File: src/rtl/rfm_pkg.sv
package rfm_pkg;

    typedef enum logic [2:0] {
        ST_PWRUP,
        ST_IDLE,
        ST_REQ,
        ST_SETUP,
        ST_RASLO,
        ST_PRECH
    } rfm_state_e;

    typedef enum logic {
        KIND_REF,
        KIND_SR
    } rfm_kind_e;

    function automatic int unsigned umax(input int unsigned a, input int unsigned b);
        return (a > b) ? a : b;
    endfunction

endpackage

File: src/rtl/rfm_interval_timer.sv
module rfm_interval_timer #(
    parameter int unsigned INTERVAL_CYC = 3900
) (
    input  logic clk,
    input  logic rst_n,
    input  logic hold,
    output logic tick
);
    localparam int unsigned TW = (INTERVAL_CYC > 2) ? $clog2(INTERVAL_CYC) : 1;

    logic [TW-1:0] cnt_d, cnt_q;
    logic          wrap;

    always_comb begin
        wrap  = (cnt_q == TW'(INTERVAL_CYC - 1));
        cnt_d = cnt_q;
        if (hold)      cnt_d = '0;
        else if (wrap) cnt_d = '0;
        else           cnt_d = cnt_q + 1'b1;
    end

    assign tick = wrap && !hold;

    always_ff @(posedge clk or negedge rst_n) begin
        if (!rst_n) cnt_q <= '0;
        else        cnt_q <= cnt_d;
    end
endmodule

File: src/rtl/rfm_owed_counter.sv
module rfm_owed_counter #(
    parameter int unsigned OWED_MAX = 8,
    localparam int unsigned OW = $clog2(OWED_MAX + 1)
) (
    input  logic          clk,
    input  logic          rst_n,
    input  logic          inc,
    input  logic          dec,
    output logic [OW-1:0] count,
    output logic          nonzero
);
    logic [OW-1:0] cnt_d, cnt_q;

    always_comb begin
        cnt_d = cnt_q;
        if (inc && !dec) begin
            if (cnt_q < OW'(OWED_MAX)) cnt_d = cnt_q + 1'b1;
        end else if (dec && !inc) begin
            if (cnt_q != '0) cnt_d = cnt_q - 1'b1;
        end
    end

    assign count   = cnt_q;
    assign nonzero = (cnt_q != '0);

    always_ff @(posedge clk or negedge rst_n) begin
        if (!rst_n) cnt_q <= '0;
        else        cnt_q <= cnt_d;
    end
endmodule

File: src/rtl/rfm_row_counter.sv
module rfm_row_counter #(
    parameter int unsigned ROWS = 1024,
    localparam int unsigned RW = $clog2(ROWS)
) (
    input  logic          clk,
    input  logic          rst_n,
    input  logic          adv,
    output logic [RW-1:0] row
);
    logic [RW-1:0] row_d, row_q;

    always_comb begin
        row_d = row_q;
        if (adv) row_d = (row_q == RW'(ROWS - 1)) ? '0 : row_q + 1'b1;
    end

    assign row = row_q;

    always_ff @(posedge clk or negedge rst_n) begin
        if (!rst_n) row_q <= '0;
        else        row_q <= row_d;
    end
endmodule

File: src/rtl/rfm_cycle_fsm.sv
module rfm_cycle_fsm
    import rfm_pkg::*;
#(
    parameter bit          RAS_ONLY      = 1'b0,
    parameter int unsigned INIT_WAIT_CYC = 50_000_000,
    parameter int unsigned INIT_CYCLES   = 8,
    parameter int unsigned CAS_SETUP_CYC = 3,
    parameter int unsigned RAS_LOW_CYC   = 15,
    parameter int unsigned PRECHARGE_CYC = 10,
    parameter int unsigned SR_MIN_CYC    = 25_000,
    parameter int unsigned SR_EXIT_CYC   = 28,
    parameter int unsigned ROWS          = 1024
) (
    input  logic clk,
    input  logic rst_n,
    input  logic ref_gnt,
    input  logic seq_idle,
    input  logic sr_req,
    input  logic owed_nz,
    output logic ref_req,
    output logic ras_n,
    output logic cas_n,
    output logic sr_ack,
    output logic init_done,
    output logic timer_hold,
    output logic owed_dec,
    output logic row_adv
);
    localparam int unsigned CMAX = umax(umax(INIT_WAIT_CYC, SR_MIN_CYC),
                                        umax(umax(RAS_LOW_CYC, PRECHARGE_CYC),
                                             umax(CAS_SETUP_CYC, SR_EXIT_CYC)));
    localparam int unsigned CW     = $clog2(CMAX + 1);
    localparam int unsigned FW     = $clog2(umax(INIT_CYCLES, ROWS) + 1);
    localparam int unsigned PRE_N  = RAS_ONLY ? ROWS : 0;
    localparam int unsigned POST_N = RAS_ONLY ? ROWS : 1;

    typedef struct packed {
        rfm_state_e    st;
        rfm_kind_e     kind;
        logic          src_forced;
        logic          sr_arm;
        logic          ack;
        logic          done_init;
        logic [FW-1:0] forced;
        logic [CW-1:0] cnt;
        logic          ras_n;
        logic          cas_n;
    } fsm_s;

    fsm_s          q, d;
    logic [FW-1:0] forced_left;

    always_comb begin
        d           = q;
        owed_dec    = 1'b0;
        row_adv     = 1'b0;
        forced_left = q.forced;
        unique case (q.st)
            ST_PWRUP: begin
                if (q.cnt == '0) begin
                    d.st     = ST_IDLE;
                    d.forced = FW'(INIT_CYCLES);
                end else begin
                    d.cnt = q.cnt - 1'b1;
                end
            end
            ST_IDLE: begin
                if (q.forced != '0) begin
                    d.st         = ST_REQ;
                    d.kind       = KIND_REF;
                    d.src_forced = 1'b1;
                end else if (owed_nz) begin
                    d.st         = ST_REQ;
                    d.kind       = KIND_REF;
                    d.src_forced = 1'b0;
                end else if (q.done_init && sr_req && seq_idle) begin
                    d.st     = ST_REQ;
                    d.sr_arm = 1'b1;
                    if (PRE_N != 0) begin
                        d.kind       = KIND_REF;
                        d.forced     = FW'(PRE_N);
                        d.src_forced = 1'b1;
                    end else begin
                        d.kind = KIND_SR;
                    end
                end
            end
            ST_REQ: begin
                if (ref_gnt) begin
                    d.st  = ST_SETUP;
                    d.cnt = CW'(CAS_SETUP_CYC - 1);
                end
            end
            ST_SETUP: begin
                if (q.cnt == '0) begin
                    d.st  = ST_RASLO;
                    d.cnt = (q.kind == KIND_SR) ? CW'(SR_MIN_CYC - 1) : CW'(RAS_LOW_CYC - 1);
                end else begin
                    d.cnt = q.cnt - 1'b1;
                end
            end
            ST_RASLO: begin
                if (q.cnt != '0) begin
                    d.cnt = q.cnt - 1'b1;
                end else if (q.kind == KIND_REF) begin
                    d.st  = ST_PRECH;
                    d.cnt = CW'(PRECHARGE_CYC - 1);
                end else if (!q.ack) begin
                    d.ack = 1'b1;
                end else if (!sr_req) begin
                    d.ack = 1'b0;
                    d.st  = ST_PRECH;
                    d.cnt = CW'(SR_EXIT_CYC - 1);
                end
            end
            ST_PRECH: begin
                if (q.cnt != '0) begin
                    d.cnt = q.cnt - 1'b1;
                end else if (q.kind == KIND_SR) begin
                    d.kind       = KIND_REF;
                    d.sr_arm     = 1'b0;
                    d.forced     = FW'(POST_N);
                    d.src_forced = 1'b1;
                    d.st         = ST_SETUP;
                    d.cnt        = CW'(CAS_SETUP_CYC - 1);
                end else begin
                    row_adv = RAS_ONLY;
                    if (q.src_forced) forced_left = q.forced - 1'b1;
                    else              owed_dec    = 1'b1;
                    d.forced = forced_left;
                    if (forced_left == '0) d.done_init = 1'b1;
                    if (forced_left != '0) begin
                        d.st         = ST_SETUP;
                        d.src_forced = 1'b1;
                        d.cnt        = CW'(CAS_SETUP_CYC - 1);
                    end else if (q.sr_arm) begin
                        d.st   = ST_SETUP;
                        d.kind = KIND_SR;
                        d.cnt  = CW'(CAS_SETUP_CYC - 1);
                    end else begin
                        d.st = ST_IDLE;
                    end
                end
            end
            default: d.st = ST_IDLE;
        endcase
        d.ras_n = (d.st != ST_RASLO);
        d.cas_n = !(((d.st == ST_SETUP) || (d.st == ST_RASLO)) &&
                    ((d.kind == KIND_SR) || !RAS_ONLY));
    end

    always_ff @(posedge clk or negedge rst_n) begin
        if (!rst_n) begin
            q            <= '0;
            q.st         <= ST_PWRUP;
            q.kind       <= KIND_REF;
            q.cnt        <= CW'(INIT_WAIT_CYC - 1);
            q.ras_n      <= 1'b1;
            q.cas_n      <= 1'b1;
        end else begin
            q <= d;
        end
    end

    assign ref_req    = (q.st == ST_REQ) || (q.st == ST_SETUP) ||
                        (q.st == ST_RASLO) || (q.st == ST_PRECH);
    assign ras_n      = q.ras_n;
    assign cas_n      = q.cas_n;
    assign sr_ack     = q.ack;
    assign init_done  = q.done_init;
    assign timer_hold = !q.done_init || q.sr_arm || (q.kind == KIND_SR);
endmodule

File: src/rtl/dram_refresh_mgr.sv
module dram_refresh_mgr #(
    parameter bit          RAS_ONLY      = 1'b0,
    parameter int unsigned INIT_WAIT_CYC = 50_000_000,
    parameter int unsigned INIT_CYCLES   = 8,
    parameter int unsigned INTERVAL_CYC  = 3900,
    parameter int unsigned OWED_MAX      = 8,
    parameter int unsigned CAS_SETUP_CYC = 3,
    parameter int unsigned RAS_LOW_CYC   = 15,
    parameter int unsigned PRECHARGE_CYC = 10,
    parameter int unsigned SR_MIN_CYC    = 25_000,
    parameter int unsigned SR_EXIT_CYC   = 28,
    parameter int unsigned ROWS          = 1024,
    localparam int unsigned ROW_W = $clog2(ROWS),
    localparam int unsigned OWED_W = $clog2(OWED_MAX + 1)
) (
    input  logic             clk,
    input  logic             rst_n,
    output logic             ref_req,
    input  logic             ref_gnt,
    input  logic             seq_idle,
    input  logic             self_refresh_req,
    output logic             self_refresh_ack,
    output logic             init_done,
    output logic             ras_n,
    output logic             ucas_n,
    output logic             lcas_n,
    output logic             we_n,
    output logic [ROW_W-1:0] row_addr
);
    logic              tick;
    logic              timer_hold;
    logic              owed_dec;
    logic              owed_nz;
    logic              row_adv;
    logic              cas_n;
    logic [OWED_W-1:0] owed_cnt;

    rfm_interval_timer #(.INTERVAL_CYC(INTERVAL_CYC)) u_timer (
        .clk   (clk),
        .rst_n (rst_n),
        .hold  (timer_hold),
        .tick  (tick)
    );

    rfm_owed_counter #(.OWED_MAX(OWED_MAX)) u_owed (
        .clk     (clk),
        .rst_n   (rst_n),
        .inc     (tick),
        .dec     (owed_dec),
        .count   (owed_cnt),
        .nonzero (owed_nz)
    );

    rfm_row_counter #(.ROWS(ROWS)) u_row (
        .clk   (clk),
        .rst_n (rst_n),
        .adv   (row_adv),
        .row   (row_addr)
    );

    rfm_cycle_fsm #(
        .RAS_ONLY      (RAS_ONLY),
        .INIT_WAIT_CYC (INIT_WAIT_CYC),
        .INIT_CYCLES   (INIT_CYCLES),
        .CAS_SETUP_CYC (CAS_SETUP_CYC),
        .RAS_LOW_CYC   (RAS_LOW_CYC),
        .PRECHARGE_CYC (PRECHARGE_CYC),
        .SR_MIN_CYC    (SR_MIN_CYC),
        .SR_EXIT_CYC   (SR_EXIT_CYC),
        .ROWS          (ROWS)
    ) u_fsm (
        .clk        (clk),
        .rst_n      (rst_n),
        .ref_gnt    (ref_gnt),
        .seq_idle   (seq_idle),
        .sr_req     (self_refresh_req),
        .owed_nz    (owed_nz),
        .ref_req    (ref_req),
        .ras_n      (ras_n),
        .cas_n      (cas_n),
        .sr_ack     (self_refresh_ack),
        .init_done  (init_done),
        .timer_hold (timer_hold),
        .owed_dec   (owed_dec),
        .row_adv    (row_adv)
    );

    assign ucas_n = cas_n;
    assign lcas_n = cas_n;
    assign we_n   = 1'b1;
endmodule

File: config.mk
export PLATFORM = sky130hd
export DESIGN_NAME = dram_refresh_mgr
export DESIGN_NICKNAME = d
export VERILOG_FILES = /design/src/rtl/rfm_pkg.sv /design/src/rtl/rfm_interval_timer.sv /design/src/rtl/rfm_owed_counter.sv /design/src/rtl/rfm_row_counter.sv /design/src/rtl/rfm_cycle_fsm.sv /design/src/rtl/dram_refresh_mgr.sv
export SDC_FILE = /design/constraint.sdc
export NUM_CORES = 1
export LEC_CHECK = 0
export ABC_AREA = 0
export BUFFER_PORTS_ARGS = -buffer_cell sky130_fd_sc_hd__buf_4
export CAP_MARGIN = 20
export CORE_MARGIN = 8
export CORE_UTILIZATION = 60
export CTS_CLUSTER_SIZE = 28
export DETAILED_ROUTE_END_ITERATION = 8
export PLACE_DENSITY_LB_ADDON = 0.08
export RECOVER_POWER = 100
export SYNTH_ARGS = -nofsm -noshare
export SYNTH_HDL_FRONTEND = slang
export SYNTH_SLANG_ARGS = --single-unit
File: constraint.sdc
create_clock -name clk -period 4.4 [get_ports clk]
set_input_delay 0.22 -clock clk [delete_from_list [all_inputs] [get_ports clk]]
set_output_delay 0.22 -clock clk [all_outputs]
set_load 0.02 [all_outputs]
After elaboration in Yosys (flattened, before gate mapping). Index checks and enable logic that the tools add are counted. Widths: inputs -> output; s select.

Register bits: 63. Output and inout bits: 17. Logic and storage cells: 136.

Add/sub/neg operators: 5. $lt $le $gt $ge: 1. Equality and inequality tests: 24. Multiplexer cells: 56. Bitwise logic cells: 2. Reduce and logical (&&, ||, !) cells: 36.

Operator list (count): $mux 26 (10); $pmux 26 s5 (1); $mux 11 (6); $mux 37 (1); $logic_not 26->1 (1); $reduce_bool 26->1 (1); $sub 26x1->26 const B (1); $mux 12 (2); $mux 3 (8); $mux 4 (6); $pmux 11 s2 (1); $reduce_bool 11->1 (2); $pmux 3 s6 (1); $mux 15 (1); $mux 1 (14); $add 12x1->12 const B (1); $eq 12x12->1 const B (1); $ne 2x2->1 const B (6); $reduce_and 3->1 (4); $reduce_and 6->1 (2); $logic_not 11->1 (1); $sub 11x1->11 const B (1); $mux 5 (2); $eq 3x2->1 const B (3); 24 further kinds (47).

Logic depth before layout (Yosys ltp). Gate-level depths: netlist of the first run.

Depth after elaboration: 13. Depth in mapped cells: 14. Depth with buffers taken out: 13.

Modules after synthesis. From an unflattened synthesis of the first run, not the netlist that was laid out.

Cells, all modules: 504. Area, all modules: 4570.6 µm².

By module, submodules not included: rfm_cycle_fsm (instances 1, cells each 366, area an instance 3154.3 µm²); rfm_interval_timer (instances 1, cells each 59, area an instance 604.3 µm²); rfm_row_counter (instances 1, cells each 49, area an instance 503.0 µm²); rfm_owed_counter (instances 1, cells each 27, area an instance 290.3 µm²); dram_refresh_mgr (instances 1, cells each 3, area an instance 18.8 µm²).

Worst setup path before layout of the first run. OpenSTA, ideal clock, no wires.

Path kind: register -> register. From: register u_fsm.q[23] (netlist name). To: register u_owed.cnt_q[3] (netlist: u_owed.count[3]). Setup time: 0.125 ns. Arrival: 3.021 ns. Data required time: 4.275 ns. Path slack: 1.254 ns. Cell stages (with the launch flop): 14. Buffers on the path: 2. Period minus slack after synthesis: 3.146 ns. Path through: dfstp_2 > clkbuf_1 > or4_4 > nor4_2 > clkbuf_1 > nand3_1 > ha_1 > inv_1 > ha_1 > a21o_1 > a21oi_1 > xnor2_1 > nor2_1 > xor2_1.

Longest elaborated chain between the ends: 7. Elaborated cells on any way between the ends: 11. Those cells by class: eq/ne (1); mux (3); reduce/logical (7).

RTL lines: from (decl) (line rfm_cycle_fsm.sv:50) `fsm_s q, d;`; $reduce_bool 26->1 * (line rfm_cycle_fsm.sv:117) `if (q.cnt != '0) begin`; $mux 1 * (line rfm_cycle_fsm.sv:117); $mux 1 * (line rfm_cycle_fsm.sv:58) `unique case (q.st)`; $logic_not 1->1 (line rfm_owed_counter.sv:16) `if (inc && !dec) begin`; $logic_and 1x1->1 (line rfm_owed_counter.sv:16); $ne 2x2->1 (no line) / $reduce_bool 2->1 (equally long branches); $reduce_and 3->1 (no line); to (signal assigned) (line rfm_owed_counter.sv:28) `else cnt_q <= cnt_d;`; to (decl) (line rfm_owed_counter.sv:12) `logic [OW-1:0] cnt_d, cnt_q;`.

Every way passes the cells marked *; elsewhere a longest branch is shown, timed or not. A chain may end at the register's enable or synchronous reset.

Worst setup path after layout of the first run.
From: register u_fsm.q[2] (netlist name). To: register u_fsm.q[11] (netlist name).

Longest elaborated chain between the ends: 3. Elaborated cells on any way between the ends: 13. Those cells by class: add/sub (1); eq/ne (4); mux (5); reduce/logical (3).

RTL lines (line): $sub 26x1->26, or another cell as far along; $mux 26, or another cell as far along (rfm_cycle_fsm.sv:117); $pmux 26 s5 / $reduce_and 6->1 (equally long branches).

Several ways; a longest one is shown, not always the timed one. The select of a mux whose other input is x is not followed.

==> impl_results.md, run 1 <==
* Outcome: finished clean
* Routed WL per cell at 17.2 um
* Share of post-route cells with drive strength above 1 at 12.1%
* Vias per cell at 6.49
* Sum Neg Setup Slack at 0 ns
* Root Buffer: clkbuf_8
* Setup CP Type: reg2reg
* Clock sink count at 63
* Overall routed net length at 9.60 mm
* Tot GR Track Use at 20.7%
* Most common cell after layout, fill and taps aside: nor2_1
* GR Util met3 at 3.84%
* Most used routing layer: met2
* Min setup slack post-route at 0.681 ns
* Clock-pin slew on the worst setup and hold paths at 0.08 ns
* Setup skew after layout at 0.00559 ns
* Final cell count without fillers at 558
* Min-delay worst type: in2reg
* Maximum vdd drop at 354 uV
* Minimum clock period at 3.72 ns
* Fin crit share at 84.5%
* Worst rel slew slack at 41.3%
* First-pass GRT wire length at 16.6 mm
* Num CTS Buffers at 9
* IO buf count at 10
* Critical path arrival at 3.95 ns
* Die Y at 99.3 um
* GRT met1 Usage at 29.8%
* Power, Total at 1.94 mW
* Setup slack, reg-to-reg at 0.68 ns
* Hold-critical path depth at 3
* CTS tree: done
* Num rows at 30
* Sequential area share after synthesis at 38.5%
* Synth Flop Type: dfrtp_1
* Placed cell count at 541
* Clk Latency, worst-skew pair at 0.34 ns
* Lkg Pwr at 1.73 nW
* Grt total ovfl at 0
* Largest net degree at the start of global routing at 64
* Area grow syn2layout at 3.94%
* Post-Syn Area at 4160 um^2
* Worst-Margin Slew at 0.877 ns
* Die Area at 9860 um^2
* Final nets at 485
* Synth Register Bits at 63
* DR pass1 iterations at 4
* Worst R2R End: u_fsm.q[11]$_DFFE_PN0P_
* Hold path startpoint: self_refresh_req
* Residual DRC count at 0
* Most frequent cells in the layout: 45 x nor2_1, 43 x dfrtp_1, 37 x nand2_1
* Syn Area/Cell at 8.66 um^2
* Max Cap Viol at 0
* Antenna viol nets, final at 0
* Iteration-0 DRC count of the detailed router at 214
* Post-synth EDFFs at 0
* Std-Cell Core Area at 6760 um^2
* Met2 Use GR at 31.1%
* Number of global-route vias before repair at 3338
* Hold endpoint: u_fsm.sr_ack$_DFFE_PN0P_
* Worst path required time at 4.63 ns
* Cells after Synth at 481
* Final hold vios at 0
* Vias at 3622
* Initial antenna violation count at 0
* Power density cells at 447 nW/um^2
* Max Clock Freq at 269 MHz
* CP endpoint kind: flip-flop
* Pre-CTS setup slack at 1.01 ns
* Final Cell Area at 4330 um^2
* Post-DP Area at 4170 um^2
* Final setup viols at 0
* Htree depth at 3
* Die W at 99.3 um
* Crit-path max FO at 10
* Starting Density at 61.6%
* Placed wire-length estimate at 6.82 mm
* Max clock buf depth at 2
* Post-synth ARST share at 100%
* Crit path launch type: flip-flop
* Yosys cell types at 73
* I/O pin count at 22
* Cells on worst reg2reg path at 9
* Yosys warnings at 0
* Worst reg2reg startpoint: u_fsm.q[2]$_DFFE_PN1P_
* Antenna Cells at 0
* Fin. max-slew vios at 0
* Placer Congestion at 0.871
* Unrepaired setup endpoints after global routing: no
==> stage by stage <==
step                utilization, %  hold WS, ns
floorplan                        -      -0.0756
global placement              61.8        0.349
detailed placement            61.8        0.354
finish                        64.1        0.148
global route                  64.1        0.165
CTS                           64.6        0.135
==> final cells by class <==
cell class,count,area (um^2)
clock inverter,6,45.0
timing repair buffer,15,85.1
tap,80,100
fill,620,2430
inverter,18,67.6
clock buffer,10,138
multi-input combinational,366,2290
sequential,63,1600
==> cell families after synthesis <==
group,count (synthesis),share of synthesized area (%)
and+or+nand+nor,203,27.1
AOI/OAI and AO/OA,123,19.9
DFF,63,38.5
buffers and inverters,61,7.12
xor gates and xnor gates,16,3.37
adders and majority gates,7,2.28
muxes,6,1.56
other,2,0.180
==> per-layer routing <==
layer,routed length [um],up-vias
met5,0,-
met1,4700,1735
met2,4310,118
li1,-,1760
met4,92,0
met3,497,9
==> power by group <==
part	switching [mW]	internal (mW)	leakage, nW
sequential	0.170	0.754	0.778
clock	0.246	0.221	0.0849
combinational	0.316	0.229	0.871
total	0.732	1.21	1.73
==> sequential cells by signal, indices dropped and copies added, names as in the netlist <==
| name | count |
|---|---|
| u_fsm.sr_ack | 1 |
| u_timer.cnt_q | 12 |
| u_owed.count | 4 |
| u_fsm.ras_n | 1 |
| u_fsm.q | 43 |
| u_fsm.init_done | 1 |
| u_fsm.cas_n | 1 |
==> timing repair <==
action,4_1_cts,5_1_grt
hold buffers,1,0
gates resized for setup,0,0
endpoints found under the hold margin,43,0
buffers inserted,0,0
==> Yosys cell counts (all sizes together), types with 5 or more instances <==
library cell,count,area [um^2]
nor2,45,169
a31oi,8,50.1
nand4,10,62.6
o31ai,10,75.1
nor3,21,110
xor2,5,43.8
or4,15,116
clkbuf,25,95.1
a2bb2oi,5,43.8
inv,18,67.6
nand3,18,90.1
o211ai,5,37.5
or3,10,62.6
xnor2,11,96.3
ha,6,75.1
nor4,13,103
nand2,37,139
dfstp,20,526
o21ai,32,164
buf,18,134
a21oi,20,100
dfrtp,43,1080
==> how the worst max path moves through the flow <==
stage                                  startpoint                     endpoint  slack, ns  cells after the start
after floorplan           u_fsm.q[23]$_DFFE_PN1P_  u_owed.count[3]$_DFFE_PN0P_       1.25                     13
after global placement     u_fsm.q[2]$_DFFE_PN1P_  u_owed.count[3]$_DFFE_PN0P_       1.05                     13
after detailed placement   u_fsm.q[2]$_DFFE_PN1P_  u_owed.count[3]$_DFFE_PN0P_       1.01                     13
after CTS                  u_fsm.q[2]$_DFFE_PN1P_  u_owed.count[3]$_DFFE_PN0P_       0.99                     13
after global routing       u_fsm.q[2]$_DFFE_PN1P_      u_fsm.q[11]$_DFFE_PN0P_       0.39                      9
final                      u_fsm.q[2]$_DFFE_PN1P_      u_fsm.q[11]$_DFFE_PN0P_       0.68                      9
==> worst max-delay path, stage by stage (launching register included) <==
cell	delay (ns)
dfstp_1	0.40
inv_1	0.10
ha_1	0.22
or4b_1	0.61
nor4_4	0.63
a21boi_0	0.28
o21ai_2	0.45
clkbuf_1	0.41
nor2_1	0.17
a221o_1	0.34
No activity file was read; power rests on OpenSTA's default activity.
==> inputs of run 2 (changes only) <==
- CORE_UTILIZATION: 60 -> 56
- clock period: 4.4 -> 3.21 ns (I/O delays scaled with it)
==> run 2 against run 1 <==
  * The run now ends with capacitance limit, slew limit left
  * Die area increased by 6.0%
  * Non-clock buffer count increased by 21
  * Critical path depth decreased by 2
  * Hold slack got worse by 0.051 ns
  * Via count increased by 4.2%
  * Critical path type unchanged
  * Core utilization decreased by 1.1 points
  * Setup slack got worse by 0.50 ns
  * Largest cell class unchanged
  * Fmax increased by 23%
==> impl_results.md, run 2 (synthesis gave the netlist of run 1 again) <==
* Worst-Margin Slew at 1.54 ns
* Delay of the slowest critical-path stage at 0.64 ns
* Num rows at 31
* Final nets at 506
* Post-CTS setup buffer count at 0
* Slowest CP cell: or4_1
* IO buf count at 10
* Final hold vios at 0
* Outcome: complete, but fails checks
* Worst path required time at 3.49 ns
* Max reg flops at 43
* Crit-path max FO at 9
* Starting Density at 57.7%
* Max Cap Viol at 1
* Initial antenna violation count at 0
* Storage cell area at 1600 um^2
* WP buf/inv at 1
* Most frequent cells in the layout: 45 x nor2_1, 43 x dfrtp_1, 37 x nand2_1
* Antenna viol nets, final at 0
* Routed WL per cell at 17.0 um
* Top cell by count, worst path: or4_1
* Final setup viols at 0
* CTS tree: done
* Clk Latency, worst-skew pair at 0.35 ns
* Most common cell after layout, fill and taps aside: nor2_1
* Htree depth at 3
* Power, Total at 2.86 mW
* Area grow syn2layout at 9.01%
* Met3 wire length at 591 um
* Unrepaired setup endpoints after global routing: no
* Tot GR Track Use at 20.5%
* Grt total ovfl at 0
* Die W at 102 um
* Min setup slack post-route at 0.177 ns
* Die Y at 102 um
* Num CTS Buffers at 9
* Antenna Cells at 0
* Placer Congestion at 0.868
* Setup skew after layout at 0.0101 ns
* Worst rel slew slack at -2.40%
* Wire length on met1 at 4.88 mm
* Std-Cell Core Area at 7210 um^2
* Number of global-route vias before repair at 3454
* DR pass1 iterations at 4
* Vias per cell at 6.31
* First-pass GRT wire length at 17.1 mm
* Maximum vdd drop at 340 uV
* Share of post-route cells with drive strength above 1 at 15.6%
* Clock sink count at 63
* Vias at 3773
* Placed wire-length estimate at 7.28 mm
* Residual DRC count at 0
* Die Area at 10500 um^2
* CP endpoint kind: flip-flop
* Overall routed net length at 10.2 mm
* Fin crit share at 94.5%
* Min-delay worst type: in2reg
* Clock-pin slew on the worst setup and hold paths at 0.08 ns
* Sum Neg Setup Slack at 0 ns
* Metal2 WL at 4.60 mm
* Top reg by flops: u_fsm.q
* Setup CP Type: reg2reg
* Lkg Pwr at 1.84 nW
* Power density cells at 630 nW/um^2
* Critical path arrival at 3.31 ns
* Highest Signal Layer: met4
* Max clock buf depth at 2
* Critical Path, Cell by Cell: or4_1 > or4_1 > nor3_2 > nand4bb_1 > nand2_1 > clkbuf_1 > mux2i_1
* I/O pin count at 22
* Iteration-0 DRC count of the detailed router at 309
* Fin. max-slew vios at 64
* Largest net degree at the start of global routing at 64
* Max Clock Freq at 330 MHz
* Failing checks: capacitance limit, slew limit
* Fillers at 663
* Minimum clock period at 3.03 ns
* Pre-CTS setup slack at 0.0536 ns
* Root Buffer: clkbuf_8
* Top cell family by delay on the critical path: simple AND/OR/NAND/NOR gates
* Crit path launch type: flip-flop
* Multi-input logic area at 2300 um^2
-- run 2: layout make-up --
class,count,share of cell area [%]
multi-input cells,366,50.8
inverters,18,1.49
well taps,99,2.73
clock buffers,9,2.73
flip-flops and latches,63,35.3
clock inverters,7,2.15
repair buffers,36,4.85
-- run 2: worst paths after layout --
| kind | from | end | slack, ns | cells past startpoint |
|---|---|---|---|---|
| worst max register to register | u_fsm.q[23]$_DFFE_PN1P_ | u_fsm.q[3]$_DFFE_PN1P_ | 0.18 | 7 |
| max in group asynchronous | rst_n | u_fsm.q[26]$_DFFE_PN0P_ | 1.56 | 2 |
| min in group asynchronous | rst_n | u_fsm.q[37]$_DFFE_PN0P_ | 0.72 | 2 |
| worst min-delay path | self_refresh_req | u_fsm.sr_ack$_DFFE_PN0P_ | 0.1 | 3 |
| worst max-delay path | u_fsm.q[23]$_DFFE_PN1P_ | u_fsm.q[3]$_DFFE_PN1P_ | 0.18 | 7 |
| worst min register to register | u_timer.cnt_q[0]$_DFF_PN0_ | u_timer.cnt_q[0]$_DFF_PN0_ | 0.49 | 1 |
-- run 2: worst register-to-register path, delay by kind of cell (launching register included) --
family	cells	cell delay, ns
flip-flops	1	0.44
multiplexers	1	0.21
buffers and inverters	1	0.25
AND/OR/NAND/NOR	5	2.06
-- run 2: timing repair --
| action | in CTS | in global routing |
|---|---|---|
| hold buffers | 1 | 0 |
| gates resized for setup | 0 | 2 |
| hold endpoints to repair | 43 | 0 |
| endpoints found under the setup margin | 0 | 1 |
-- run 2: power by group --
| group | switching [mW] | internal, mW | total [mW] |
|---|---|---|---|
| registers | 0.218 | 1.03 | 1.25 |
| logic | 0.469 | 0.349 | 0.818 |
| clock network | 0.353 | 0.438 | 0.791 |
| total | 1.04 | 1.82 | 2.86 |
-- run 2: stage by stage --
stage / area (um^2) / instances / hold slack, ns / utilization, %
4_1_cts: 4590 / 598 / 0.101 / 63.6
5_1_grt: 4540 / 598 / 0.120 / 62.9
2_1_floorplan: 4200 / 490 / -0.135 / -
3_3_place_gp: 4360 / 581 / 0.293 / 60.4
6_report: 4540 / 598 / 0.0970 / 62.9
3_5_place_dp: 4360 / 581 / 0.305 / 60.4
-- run 2: layer usage --
| metal | track usage (%) | vias up |
|---|---|---|
| li1 | - | 1790 |
| met1 | 29.5 | 1833 |
| met2 | 30.4 | 139 |
| met3 | 3.88 | 11 |
| met4 | 5.64 | 0 |
| met5 | 0 | - |
